$ cat config.mk
export PLATFORM = sky130hd
export DESIGN_NAME = rtc_irq_unit
export DESIGN_NICKNAME = d
export VERILOG_FILES = /design/src/rtl/rtc_irq_pkg.sv /design/src/rtl/rtc_irq_ctrl.sv /design/src/rtl/rtc_irq_dp.sv /design/src/rtl/rtc_irq_unit.sv
export SDC_FILE = /design/constraint.sdc
export NUM_CORES = 1
export LEC_CHECK = 0
export ABC_AREA = 0
export BUFFER_PORTS_ARGS = -buffer_cell sky130_fd_sc_hd__buf_4
export CAP_MARGIN = 20
export CORE_MARGIN = 5
export CORE_UTILIZATION = 54
export DETAILED_ROUTE_END_ITERATION = 6
export GPL_TIMING_DRIVEN = 0
export PLACE_DENSITY = 0.81
export SYNTH_ARGS = -nofsm -noshare
export SYNTH_HDL_FRONTEND = slang
export SYNTH_SLANG_ARGS = --single-unit
$ cat constraint.sdc
create_clock -name clk -period 2.6 [get_ports clk]
set_clock_uncertainty 0.2 [all_clocks]
set_input_delay 0.13 -clock clk [delete_from_list [all_inputs] [get_ports clk]]
set_output_delay 0.13 -clock clk [all_outputs]
set_load 0.02 [all_outputs]
$ cat src/rtl/rtc_irq_pkg.sv
package rtc_irq_pkg;
  localparam int DataW = 8;
  localparam int AddrW = 2;

  localparam logic [AddrW-1:0] RegCtrlA  = 2'd0;
  localparam logic [AddrW-1:0] RegEnable = 2'd1;
  localparam logic [AddrW-1:0] RegStatus = 2'd2;
  localparam logic [AddrW-1:0] RegCtrlD  = 2'd3;

  // status bit positions
  localparam int StSum = 7;
  localparam int StPer = 6;
  localparam int StAlm = 5;
  localparam int StUpd = 4;
  // enable bit positions
  localparam int EnHold = 7;
  localparam int EnSqw  = 3;

  localparam logic [DataW-1:0] FlagMask = 8'h70;
  localparam logic [DataW-1:0] EdgeMask = 8'h30;

  localparam logic [DataW-1:0] RstCtrlA  = 8'h26;
  localparam logic [DataW-1:0] RstEnable = 8'h02;
  localparam logic [DataW-1:0] RstStatus = 8'h00;
  localparam logic [DataW-1:0] RstCtrlD  = 8'h80;

  typedef struct packed {
    logic             wrCtrlA;
    logic             wrEnable;
    logic             rdStatus;
    logic [DataW-1:0] wrValue;
    logic [DataW-1:0] enValue;
  } strobeT;
endpackage

$ cat src/rtl/rtc_irq_ctrl.sv
module rtc_irq_ctrl
  import rtc_irq_pkg::*;
(
  input  logic [AddrW-1:0] busAddr,
  input  logic             busWr,
  input  logic             busRd,
  input  logic [DataW-1:0] busWrData,
  output strobeT           strobe
);
  logic [DataW-1:0] holdMask;

  always_comb begin
    holdMask = '1;
    if (busWrData[EnHold]) holdMask[StUpd] = 1'b0;
    strobe.wrCtrlA  = busWr && (busAddr == RegCtrlA);
    strobe.wrEnable = busWr && (busAddr == RegEnable);
    strobe.rdStatus = busRd && !busWr && (busAddr == RegStatus);
    strobe.wrValue  = busWrData;
    strobe.enValue  = busWrData & holdMask;
  end
endmodule

$ cat src/rtl/rtc_irq_dp.sv
module rtc_irq_dp
  import rtc_irq_pkg::*;
(
  input  logic             clk,
  input  logic             rstN,
  input  strobeT           strobe,
  input  logic             evPeriodic,
  input  logic             evAlarm,
  input  logic             evUpdate,
  output logic [DataW-1:0] ctrlAQ,
  output logic [DataW-1:0] enableQ,
  output logic [DataW-1:0] statusQ
);
  logic [DataW-1:0] baseStat;
  logic [DataW-1:0] enNext;
  logic [DataW-1:0] evBits;
  logic [DataW-1:0] freshBits;
  logic [DataW-1:0] statNext;
  logic             sumNext;

  always_comb begin
    baseStat = strobe.rdStatus ? '0 : statusQ;
    enNext   = strobe.wrEnable ? strobe.enValue : enableQ;
    evBits         = '0;
    evBits[StPer]  = evPeriodic;
    evBits[StAlm]  = evAlarm;
    evBits[StUpd]  = evUpdate;
    freshBits = evBits & ~baseStat & EdgeMask;

    sumNext = baseStat[StSum];
    if (strobe.wrEnable) sumNext = |(enNext & statusQ & FlagMask);
    if (evPeriodic && enNext[StPer]) sumNext = 1'b1;
    if (|(freshBits & enNext)) sumNext = 1'b1;

    statNext        = (baseStat | evBits) & FlagMask;
    statNext[StSum] = sumNext;
  end

  always_ff @(posedge clk) begin
    if (!rstN) begin
      ctrlAQ  <= RstCtrlA;
      enableQ <= RstEnable;
      statusQ <= RstStatus;
    end else begin
      if (strobe.wrCtrlA) ctrlAQ <= strobe.wrValue;
      enableQ <= enNext;
      statusQ <= statNext;
    end
  end
endmodule

$ cat src/rtl/rtc_irq_unit.sv
module rtc_irq_unit
  import rtc_irq_pkg::*;
(
  input  logic             clk,
  input  logic             rstN,
  input  logic [AddrW-1:0] busAddr,
  input  logic             busWr,
  input  logic             busRd,
  input  logic [DataW-1:0] busWrData,
  output logic [DataW-1:0] busRdData,
  input  logic             evPeriodic,
  input  logic             evAlarm,
  input  logic             evUpdate,
  output logic             irqOut
);
  strobeT           strobe;
  logic [DataW-1:0] ctrlAQ;
  logic [DataW-1:0] enableQ;
  logic [DataW-1:0] statusQ;

  rtc_irq_ctrl uCtrl (
    .busAddr   (busAddr),
    .busWr     (busWr),
    .busRd     (busRd),
    .busWrData (busWrData),
    .strobe    (strobe)
  );

  rtc_irq_dp uDp (
    .clk        (clk),
    .rstN       (rstN),
    .strobe     (strobe),
    .evPeriodic (evPeriodic),
    .evAlarm    (evAlarm),
    .evUpdate   (evUpdate),
    .ctrlAQ     (ctrlAQ),
    .enableQ    (enableQ),
    .statusQ    (statusQ)
  );

  always_comb begin
    busRdData = '0;
    if (busRd) begin
      case (busAddr)
        RegCtrlA:  busRdData = ctrlAQ;
        RegEnable: busRdData = enableQ;
        RegStatus: busRdData = statusQ;
        default:   busRdData = RstCtrlD;
      endcase
    end
  end

  assign irqOut = statusQ[StSum];
endmodule

; Word-level counts from Yosys, hierarchy flattened
; Cells that the tools add are included.
[totals]
reg_bits = 24
in_bits = 17
out_inout_bits = 9
elab_cells = 29
[classes]
eq_ne = 2
muxes = 8
n_bitwise = 6
reduce_logical = 9
[ops]
columns = cell, n
row1 = 8-bit 2-to-1 mux, 3
row2 = 8-bit case mux with 3 select lines, 1
row3 = 6-bit by 8-bit AND with 8-bit output, 1
row4 = 8-bit AND, 1
row5 = 8-bit OR reduction, 1
row6 = 7-bit AND, 1
row7 = 7-bit OR, 1
row8 = 6-bit AND, 1
row9 = 6-bit inverter, 1
row10 = 1-bit logical AND, 5
row11 = 1-bit 2-to-1 mux, 4
row12 = 3-bit OR reduction, 1
row13 = 2-bit by 1-bit == test with 1-bit output (second input constant), 1
row14 = 2-bit == test (second input constant), 1
row15 = 2-bit logical NOT, 1
row16 = 1-bit logical NOT, 1

; Longest topological paths before layout
; Gate-level depths: netlist of run 1.
[logic_depth]
ltp_word = 9
depth_mapped = 5
mapped_depth_nobuf = 4

; Cells and area by module
; From an unflattened synthesis of run 1, not the netlist that was laid out.
[hier_totals]
hier_cells = 133
area_unflattened_um2 = 1237.4
[modules_own_cells]
columns = mod, instances, cells_each, area_each_um2, seq_area_each_um2
row1 = rtc_irq_dp, 1, 79, 830.8, 400.4
row2 = rtc_irq_unit, 1, 35, 257.7, 0.0
row3 = rtc_irq_ctrl, 1, 19, 148.9, 0.0

; Least setup slack after synthesis of run 1
; OpenSTA, ideal clock, no wires.
[synth_timing]
path_kind = reg2reg
startpoint = reg uDp.statusQ[4]
endpoint = reg uDp.statusQ[7]
setup_time_ns = 0.125
t_arrival_ns = 1.229
required_time_ns = 2.275
path_slack_ns = 1.046
path_stages_with_launch = 5
n_path_buf = 0
period_less_slack_ns = 1.554
path_cell_list = dfxtp_1 or2_0 a222oi_1 o21ai_1 o41a_1
[synth_via]
elab_chain_len = 6
elab_cells_between_ends = 10
classes_between = mux: 4 / bitwise: 4 / reduce/logical: 2
[synth_rtl]
columns = element, line
row1 = from (decl), rtc_irq_dp.sv:12  ; output logic [DataW-1:0] statusQ
row2 = from (signal assigned), rtc_irq_dp.sv:43  ; statusQ <= RstStatus;
row3 = from (signal assigned), rtc_irq_dp.sv:47  ; statusQ <= statNext;
row4 = 8-bit 2-to-1 mux, rtc_irq_dp.sv:22  ; baseStat = strobe.rdStatus ? '0 : statusQ;
row5 = 6-bit inverter, rtc_irq_dp.sv:28  ; freshBits = evBits & ~baseStat & EdgeMask;
row6 = 6-bit AND, rtc_irq_dp.sv:28
row7 = 6-bit by 8-bit AND with 8-bit output, rtc_irq_dp.sv:33  ; if (|(freshBits & enNext)) sumNext = 1'b1;
row8 = 8-bit OR reduction, rtc_irq_dp.sv:33
row9 = 1-bit 2-to-1 mux *, rtc_irq_dp.sv:33
; Mark *: on every way between the ends. The rest lies on a longest branch, timed or not.
; A chain may end at the register's enable or synchronous reset.

; Worst setup path in the final report of run 1
[layout_timing]
startpoint = in evUpdate
endpoint = reg uDp.statusQ[7]
[layout_via]
elab_chain_len = 4
[layout_rtl]
columns = element, line
row1 = from (decl), rtc_irq_unit.sv:13  ; input logic evUpdate,
row2 = 6-bit AND, rtc_irq_dp.sv:28
row3 = 6-bit by 8-bit AND with 8-bit output, rtc_irq_dp.sv:33
row4 = 8-bit OR reduction, rtc_irq_dp.sv:33
row5 = 1-bit 2-to-1 mux, rtc_irq_dp.sv:33
; No other way between the ends.

==> impl_metrics.env, run 1 <==
export IMPL_syn_inst=102
export IMPL_placeableCoreArea_mm2=0.00175
export IMPL_tightestPinTransition_ps=390
export IMPL_drive_gt1_share_pct=23.8
export IMPL_leakagePower_nw=0.620
export IMPL_dp_hpwl_mm=1.56
export IMPL_min_path_type="primary input to flop"
export IMPL_cp_max_fo=3
export IMPL_crit_buf_inv=2
export IMPL_drt_iter0_drc=11
export IMPL_synth_top_area_cell="dfxtp_1"
export IMPL_setup_violations_final=0
export IMPL_drc=0
export IMPL_cpPeakStageDelay_ps=540
export IMPL_reg2reg_to="uDp.statusQ[7]"
export IMPL_slew_headroom_pct=74.0
export IMPL_via_count=854
export IMPL_finalNonFillerCells=168
export IMPL_drv_slew=0
export IMPL_syn_nets=119
export IMPL_status="complete, no violations"
export IMPL_rrSetupSlack_ps=970
export IMPL_clkLatencyLatePin_ps=310
export IMPL_crit_path_end_kind="flop"
export IMPL_antennaDiodeCount=0
export IMPL_post_route_min_period_ps=1760
export IMPL_final_nets=161
export IMPL_placementRows=15
export IMPL_dp_cells=151
export IMPL_p_per_area_mw_per_mm2=459
export IMPL_ys_async_sr_fraction_pct=0
export IMPL_htree_levels=1
export IMPL_post_cts_resized=0
export IMPL_yosysTopAreaCellShare_pct=40.2
export IMPL_routed_wirelength_mm=2.29
export IMPL_synth_ff_type="dfxtp_1"
export IMPL_synth_edff_count=0
export IMPL_grt_max_degree=12
export IMPL_grt_pass1_wl_mm=3.83
export IMPL_tns_ps=0
export IMPL_critPathArrivalTime_ps=1760
export IMPL_postSynthAreaPerCell_um2=9.76
export IMPL_r2r_cells=4
export IMPL_antenna_found_initial=0
export IMPL_synth_area_top_cells="dfxtp_1, mux2i_1, nor2b_1"
export IMPL_path_class="primary input to flop"
export IMPL_first_global_vias=918
export IMPL_worstHoldStart="rstN"
export IMPL_critical_path_required_ps=2610
export IMPL_ys_ff_latch=20
export IMPL_hold_depth=2
export IMPL_routedWlPerCell_um=13.6
export IMPL_critical_path_top_delay_family="compound AO/OA/AOI/OAI gates"
export IMPL_cts_tree="yes"
export IMPL_cts_made_buffers=3
export IMPL_max_freq_ghz=0.569
export IMPL_synth_cell_types=26
export IMPL_synthesis_area_um2=996
export IMPL_clockBufferDepth=2
export IMPL_r2r_start="uDp.statusQ[4]"
export IMPL_ioPinCount=26
export IMPL_yosysWarnings=0
export IMPL_critPathLaunchType="primary input"
export IMPL_final_hold_viol_count=0
export IMPL_cts_sinks=20
export IMPL_period_share_pct=67.6
export IMPL_max_cap_viol_count=0
export IMPL_slowest_stage="dlygate4sd3_1"
export IMPL_cts_root_buf="clkbuf_4"
export IMPL_peakVddDrop_v=0.000377
export IMPL_min_to="uDp.enableQ[6]"
export IMPL_cp_cell_sequence="dlygate4sd3_1 -> buf_4 -> or2_0 -> a222oi_1 -> o21ai_1 -> o41a_1"
export IMPL_first_pass_iters=4
export IMPL_grt_use_total_pct=19.3
export IMPL_die_area_mm2=0.00280
export IMPL_die_height_um=52.9
export IMPL_via_per_inst=5.08
export IMPL_rsz0062_at_grt="no"
export IMPL_gp_congestion=0.822
export IMPL_portBuffers=24
export IMPL_initial_core_util_pct=57.1
export IMPL_grt_ovfl_total=0
export IMPL_ant_nets=0
export IMPL_die_w_um=52.9
export IMPL_clkTransAtPathRegs_ps=110
export IMPL_synth_seq_area_share_pct=40.2
export IMPL_area_growth_pct=37.9
==> per-stage QoR <==
stage / setup WS [ps] / hold slack [ps] / cell area [µm²] / util, % / total power, mW
floorplan: 1050 / 55.1 / 996 / - / 0.394
global placement: 994 / 152 / 1210 / 69.2 / 0.437
detailed placement: 986 / 158 / 1210 / 69.2 / 0.440
CTS: 852 / 10.3 / 1370 / 78.7 / 0.636
global route: 785 / 17.4 / 1370 / 78.7 / 0.667
finish: 843 / 10.4 / 1370 / 78.7 / 0.630
==> registers in the layout, summed over array words and instances, names as in the netlist <==
name,flops
uDp.ctrlAQ,8
uDp.enableQ,8
uDp.statusQ,4
==> synthesized netlist by cell type, drive strengths merged (2+ instances only) <==
master  count
mux2i      23
o21ai       4
dfxtp      20
nand2       7
a21oi       4
nand3       2
and2        3
clkbuf      2
nor2b      17
buf         3
inv         2
nor2        4
==> layout by cell type (no fill, tap or decap) <==
| master | netlist | layout |
|---|---|---|
| inv_1 | 2 | 2 |
| nand4bb_1 | 1 | 1 |
| a211oi_1 | 1 | 1 |
| nor3b_1 | 1 | 1 |
| nand3b_4 | 1 | 1 |
| dfxtp_1 | 20 | 20 |
| dlygate4sd3_1 | 0 | 13 |
| nor2_1 | 4 | 4 |
| o21ai_1 | 1 | 1 |
| o41a_1 | 1 | 1 |
| nand2b_1 | 1 | 1 |
| a21oi_1 | 4 | 4 |
| o21ai_0 | 3 | 3 |
| clkbuf_4 | 0 | 3 |
| a222oi_1 | 1 | 1 |
| buf_2 | 1 | 1 |
| nand3_1 | 2 | 2 |
| o221a_2 | 1 | 1 |
| clkbuf_8 | 0 | 1 |
| buf_4 | 1 | 25 |
| and2b_1 | 1 | 1 |
| mux2_2 | 1 | 1 |
| nor2b_1 | 17 | 17 |
| clkbuf_1 | 2 | 2 |
| or2_0 | 1 | 1 |
| buf_6 | 1 | 1 |
| nand2_1 | 7 | 7 |
| and2_1 | 3 | 3 |
| mux2i_1 | 23 | 23 |
==> what timing repair did <==
item	in CTS	in global routing
hold endpoints to repair	18	0
hold buffers	13	0
setup buffers	0	0
endpoints found under the setup margin	0	0
==> area by class of cell <==
| cell class | instances | area [µm²] |
|---|---|---|
| inverters | 2 | 7.51 |
| repair buffers | 37 | 310 |
| well taps | 25 | 31.3 |
| flip-flops and latches | 20 | 400 |
| fillers | 141 | 372 |
| clock buffers | 4 | 36.3 |
| plain buffers | 5 | 31.3 |
| multi-input cells | 75 | 557 |
==> per-layer routing <==
metal	global-route usage [%]	vias to the layer above	share of wire, %	wire [µm]
li1	-	433	-	-
met1	20.8	386	42	964
met2	35.1	28	49	1120
met3	3.66	7	6.4	146
met4	10.2	0	2.6	59
met5	0	-	0	0
==> where the power goes <==
part	internal (mW)	leakage (nW)	switching, mW
clock network	0.0856	0.0210	0.0961
logic	0.0675	0.436	0.0534
registers	0.319	0.164	0.00821
==> kinds of logic after synthesis <==
family,synth area share [%]
and+or+nand+nor,23.6
muxes,24.2
DFF,40.2
AOI/OAI and AO/OA,8.04
buffers and inverters,3.89
==> how the worst max path moves through the flow <==
| stage | depth (start not counted) | start | endpoint |
|---|---|---|---|
| after floorplan | 4 | uDp.statusQ[4] | uDp.statusQ[7] |
| after global placement | 5 | busAddr[0] | busRdData[7] |
| after detailed placement | 4 | uDp.statusQ[4] | uDp.statusQ[7] |
| after CTS | 6 | evUpdate | uDp.statusQ[7] |
| after global routing | 6 | evUpdate | uDp.statusQ[7] |
| final | 6 | evUpdate | uDp.statusQ[7] |
No activity file was read; power rests on OpenSTA's default activity.
==> run 2: changes to the inputs <==
--- a/config.mk
+++ b/config.mk
@@ -9,10 +9,10 @@
 export BUFFER_PORTS_ARGS = -buffer_cell sky130_fd_sc_hd__buf_4
 export CAP_MARGIN = 20
 export CORE_MARGIN = 5
-export CORE_UTILIZATION = 54
+export CORE_UTILIZATION = 46
 export DETAILED_ROUTE_END_ITERATION = 6
 export GPL_TIMING_DRIVEN = 0
-export PLACE_DENSITY = 0.81
+export PLACE_DENSITY = 0.74
 export SYNTH_ARGS = -nofsm -noshare
 export SYNTH_HDL_FRONTEND = slang
 export SYNTH_SLANG_ARGS = --single-unit
==> constraint.sdc (replaced) <==
create_clock -name clk -period 1.5 [get_ports clk]
set_clock_uncertainty 0.2 [all_clocks]
set_input_delay 0.075 -clock clk [delete_from_list [all_inputs] [get_ports clk]]
set_output_delay 0.075 -clock clk [all_outputs]
set_load 0.02 [all_outputs]
==> run 2 against run 1 <==
Net effect: the flow now finishes with violations (negative hold slack, negative setup slack); first-iteration DRC count down 36%; non-clock buffer count up 2; count of clock-buffer cells in the layout unchanged; register-to-register slack worse by 1000 ps; sequential share of layout area down 0.55 points; highest routed layer unchanged.
==> impl_metrics.env, run 2 (synthesis gave the netlist of run 1 again) <==
export IMPL_status="complete, but fails checks"
export IMPL_violations="negative hold slack, negative setup slack"
export IMPL_via_per_inst=5.16
export IMPL_min_path_type="primary input to flop"
export IMPL_cts_sinks=20
export IMPL_cp_cell_sequence="or2_1 -> a222oi_1 -> o21ai_1 -> o41a_1"
export IMPL_first_global_vias=930
export IMPL_via_count=888
export IMPL_die_area_mm2=0.00320
export IMPL_clockBufferDepth=2
export IMPL_mostFrequentLayoutCells="buf_4, mux2i_1, nor2b_1"
export IMPL_r2r_cells=4
export IMPL_grt_pass1_wl_mm=4.32
export IMPL_drv_slew=0
export IMPL_cts_root_buf="clkbuf_4"
export IMPL_setup_violations_final=2
export IMPL_die_w_um=56.5
export IMPL_slew_headroom_pct=74.1
export IMPL_r2r_start="uDp.statusQ[4]"
export IMPL_tns_ps=-71.3
export IMPL_rsz0062_at_grt="yes"
export IMPL_power_mw=1.12
export IMPL_drc=0
export IMPL_tightestPinTransition_ps=388
export IMPL_peakVddDrop_v=0.000752
export IMPL_placeableCoreArea_mm2=0.00202
export IMPL_p_switching_mw=0.287
export IMPL_critPathLaunch="uDp.statusQ[4]"
export IMPL_leakagePower_nw=0.649
export IMPL_final_common_cell="buf_4"
export IMPL_grt_ovfl_total=0
export IMPL_path_class="flop to flop"
export IMPL_max_cap_viol_count=0
export IMPL_critPathArrivalTime_ps=1550
export IMPL_cts_tree="yes"
export IMPL_drt_iter0_drc=7
export IMPL_max_freq_ghz=0.651
export IMPL_antenna_found_initial=0
export IMPL_ant_nets=0
export IMPL_post_route_min_period_ps=1540
export IMPL_cp_max_fo=2
export IMPL_placementRows=16
export IMPL_grt_max_degree=12
export IMPL_clkTransAtPathRegs_ps=110
export IMPL_gp_congestion=0.824
export IMPL_place_area_mm2=0.00121
export IMPL_finalNonFillerCells=172
export IMPL_design_area_mm2=0.00143
export IMPL_clkLatencyLatePin_ps=310
export IMPL_cts_hold_buf=12
export IMPL_final_hold_viol_count=1
export IMPL_p_per_area_mw_per_mm2=783
export IMPL_critical_path_required_ps=1510
export IMPL_endpoint="uDp.statusQ[7]"
export IMPL_area_growth_pct=43.2
export IMPL_dp_hpwl_mm=1.66
export IMPL_crit_path_end_kind="flop"
export IMPL_portBuffers=24
export IMPL_p_sw_share_pct=25.7
export IMPL_grt_use_total_pct=17.4
export IMPL_p_comb_share_pct=20.2
export IMPL_drive_gt1_share_pct=30.3
export IMPL_p_clk_share_pct=28.8
export IMPL_htree_levels=1
export IMPL_rrSetupSlack_ps=-40
export IMPL_final_nets=163
export IMPL_reg2reg_to="uDp.statusQ[7]"
export IMPL_routed_wirelength_mm=2.51
export IMPL_cpPeakStageDelay_ps=340
export IMPL_critPathLaunchType="flop"
export IMPL_routedWlPerCell_um=14.6
export IMPL_fin_hold_ws_ps=-17.6
export IMPL_layout_setup_ws_ps=-36.3
export IMPL_first_pass_iters=4
export IMPL_initial_core_util_pct=49.3
export IMPL_ioPinCount=26
export IMPL_period_share_pct=102
export IMPL_slowest_stage="dfxtp_2"
export IMPL_antennaDiodeCount=0
export IMPL_reg_largest_list="uDp.ctrlAQ: 8 flops, uDp.enableQ: 8 flops, uDp.statusQ: 4 flops"
export IMPL_seqPwrFrac_pct=51.0
export IMPL_cts_made_buffers=3
export IMPL_dp_cells=153
export IMPL_die_height_um=56.5
export IMPL_p_int_mw=0.830
-- run 2: changes by cell type in the layout (fill, tap and decap cells not counted), moves of 3 or more --
cell and delta:
buf_6 +4, dfxtp_1 -6, dfxtp_2 +6, o21ai_0 -3
o21ai_1 +3
-- run 2: critical path: cells and delay by family (launching register included) --
kind / cells / cell delay [ps]
and+or+nand+nor: 1 / 240
AOI/OAI and AO/OA: 3 / 660
DFF: 1 / 340
-- run 2: metrics by stage --
stage	setup slack, ps	util, %
after CTS	-71.1	68.9
after detailed placement	-72.2	59.9
after global routing	-97.6	70.5
final	-36.3	70.5
after global placement	-68.7	59.9
after floorplan	-21.2	-
-- run 2: final cells by class --
type	count	area [µm²]
Sequential cell	20	408
Clock buffer	4	36.3
Multi-Input combinational cell	75	572
Timing Repair Buffer	39	338
Tap cell	27	33.8
Buffer	5	31.3
Inverter	2	7.51
Fill cell	170	596
-- run 2: timing repair --
| action | CTS | global route |
|---|---|---|
| hold endpoints to repair | 20 | 1 |
| pin swaps | 5 | 6 |
| resized for setup | 5 | 11 |
| setup buffers | 1 | 2 |
| endpoints found under the setup margin | 2 | 5 |
-- run 2: power groups by stage --
stage	combinational (mW)	sequential, mW	clock [mW]
2_1_floorplan	0.105	0.579	0
3_3_place_gp	0.179	0.580	0
3_5_place_dp	0.184	0.581	0
4_1_cts	0.219	0.569	0.323
5_1_grt	0.245	0.572	0.354
6_report	0.226	0.569	0.322
-- run 2: how the worst min path moves through the flow --
stage,start,endpoint,slack (ps),cells past startpoint
floorplan,busWrData[1],uDp.enableQ[1],0.1,2
global placement,busWrData[1],uDp.enableQ[1],100,3
detailed placement,busWrData[1],uDp.ctrlAQ[1],100,3
CTS,busAddr[0],uDp.enableQ[6],-10,4
global route,busAddr[0],uDp.enableQ[6],-5,4
finish,busAddr[0],uDp.enableQ[6],-20,4
-- run 2: layer usage --
layer | wire [µm] | global-route usage (%)
met1 | 1070 | 20.5
met5 | 0 | 0
met4 | 78 | 10.2
met3 | 176 | 4.59
met2 | 1180 | 28.1
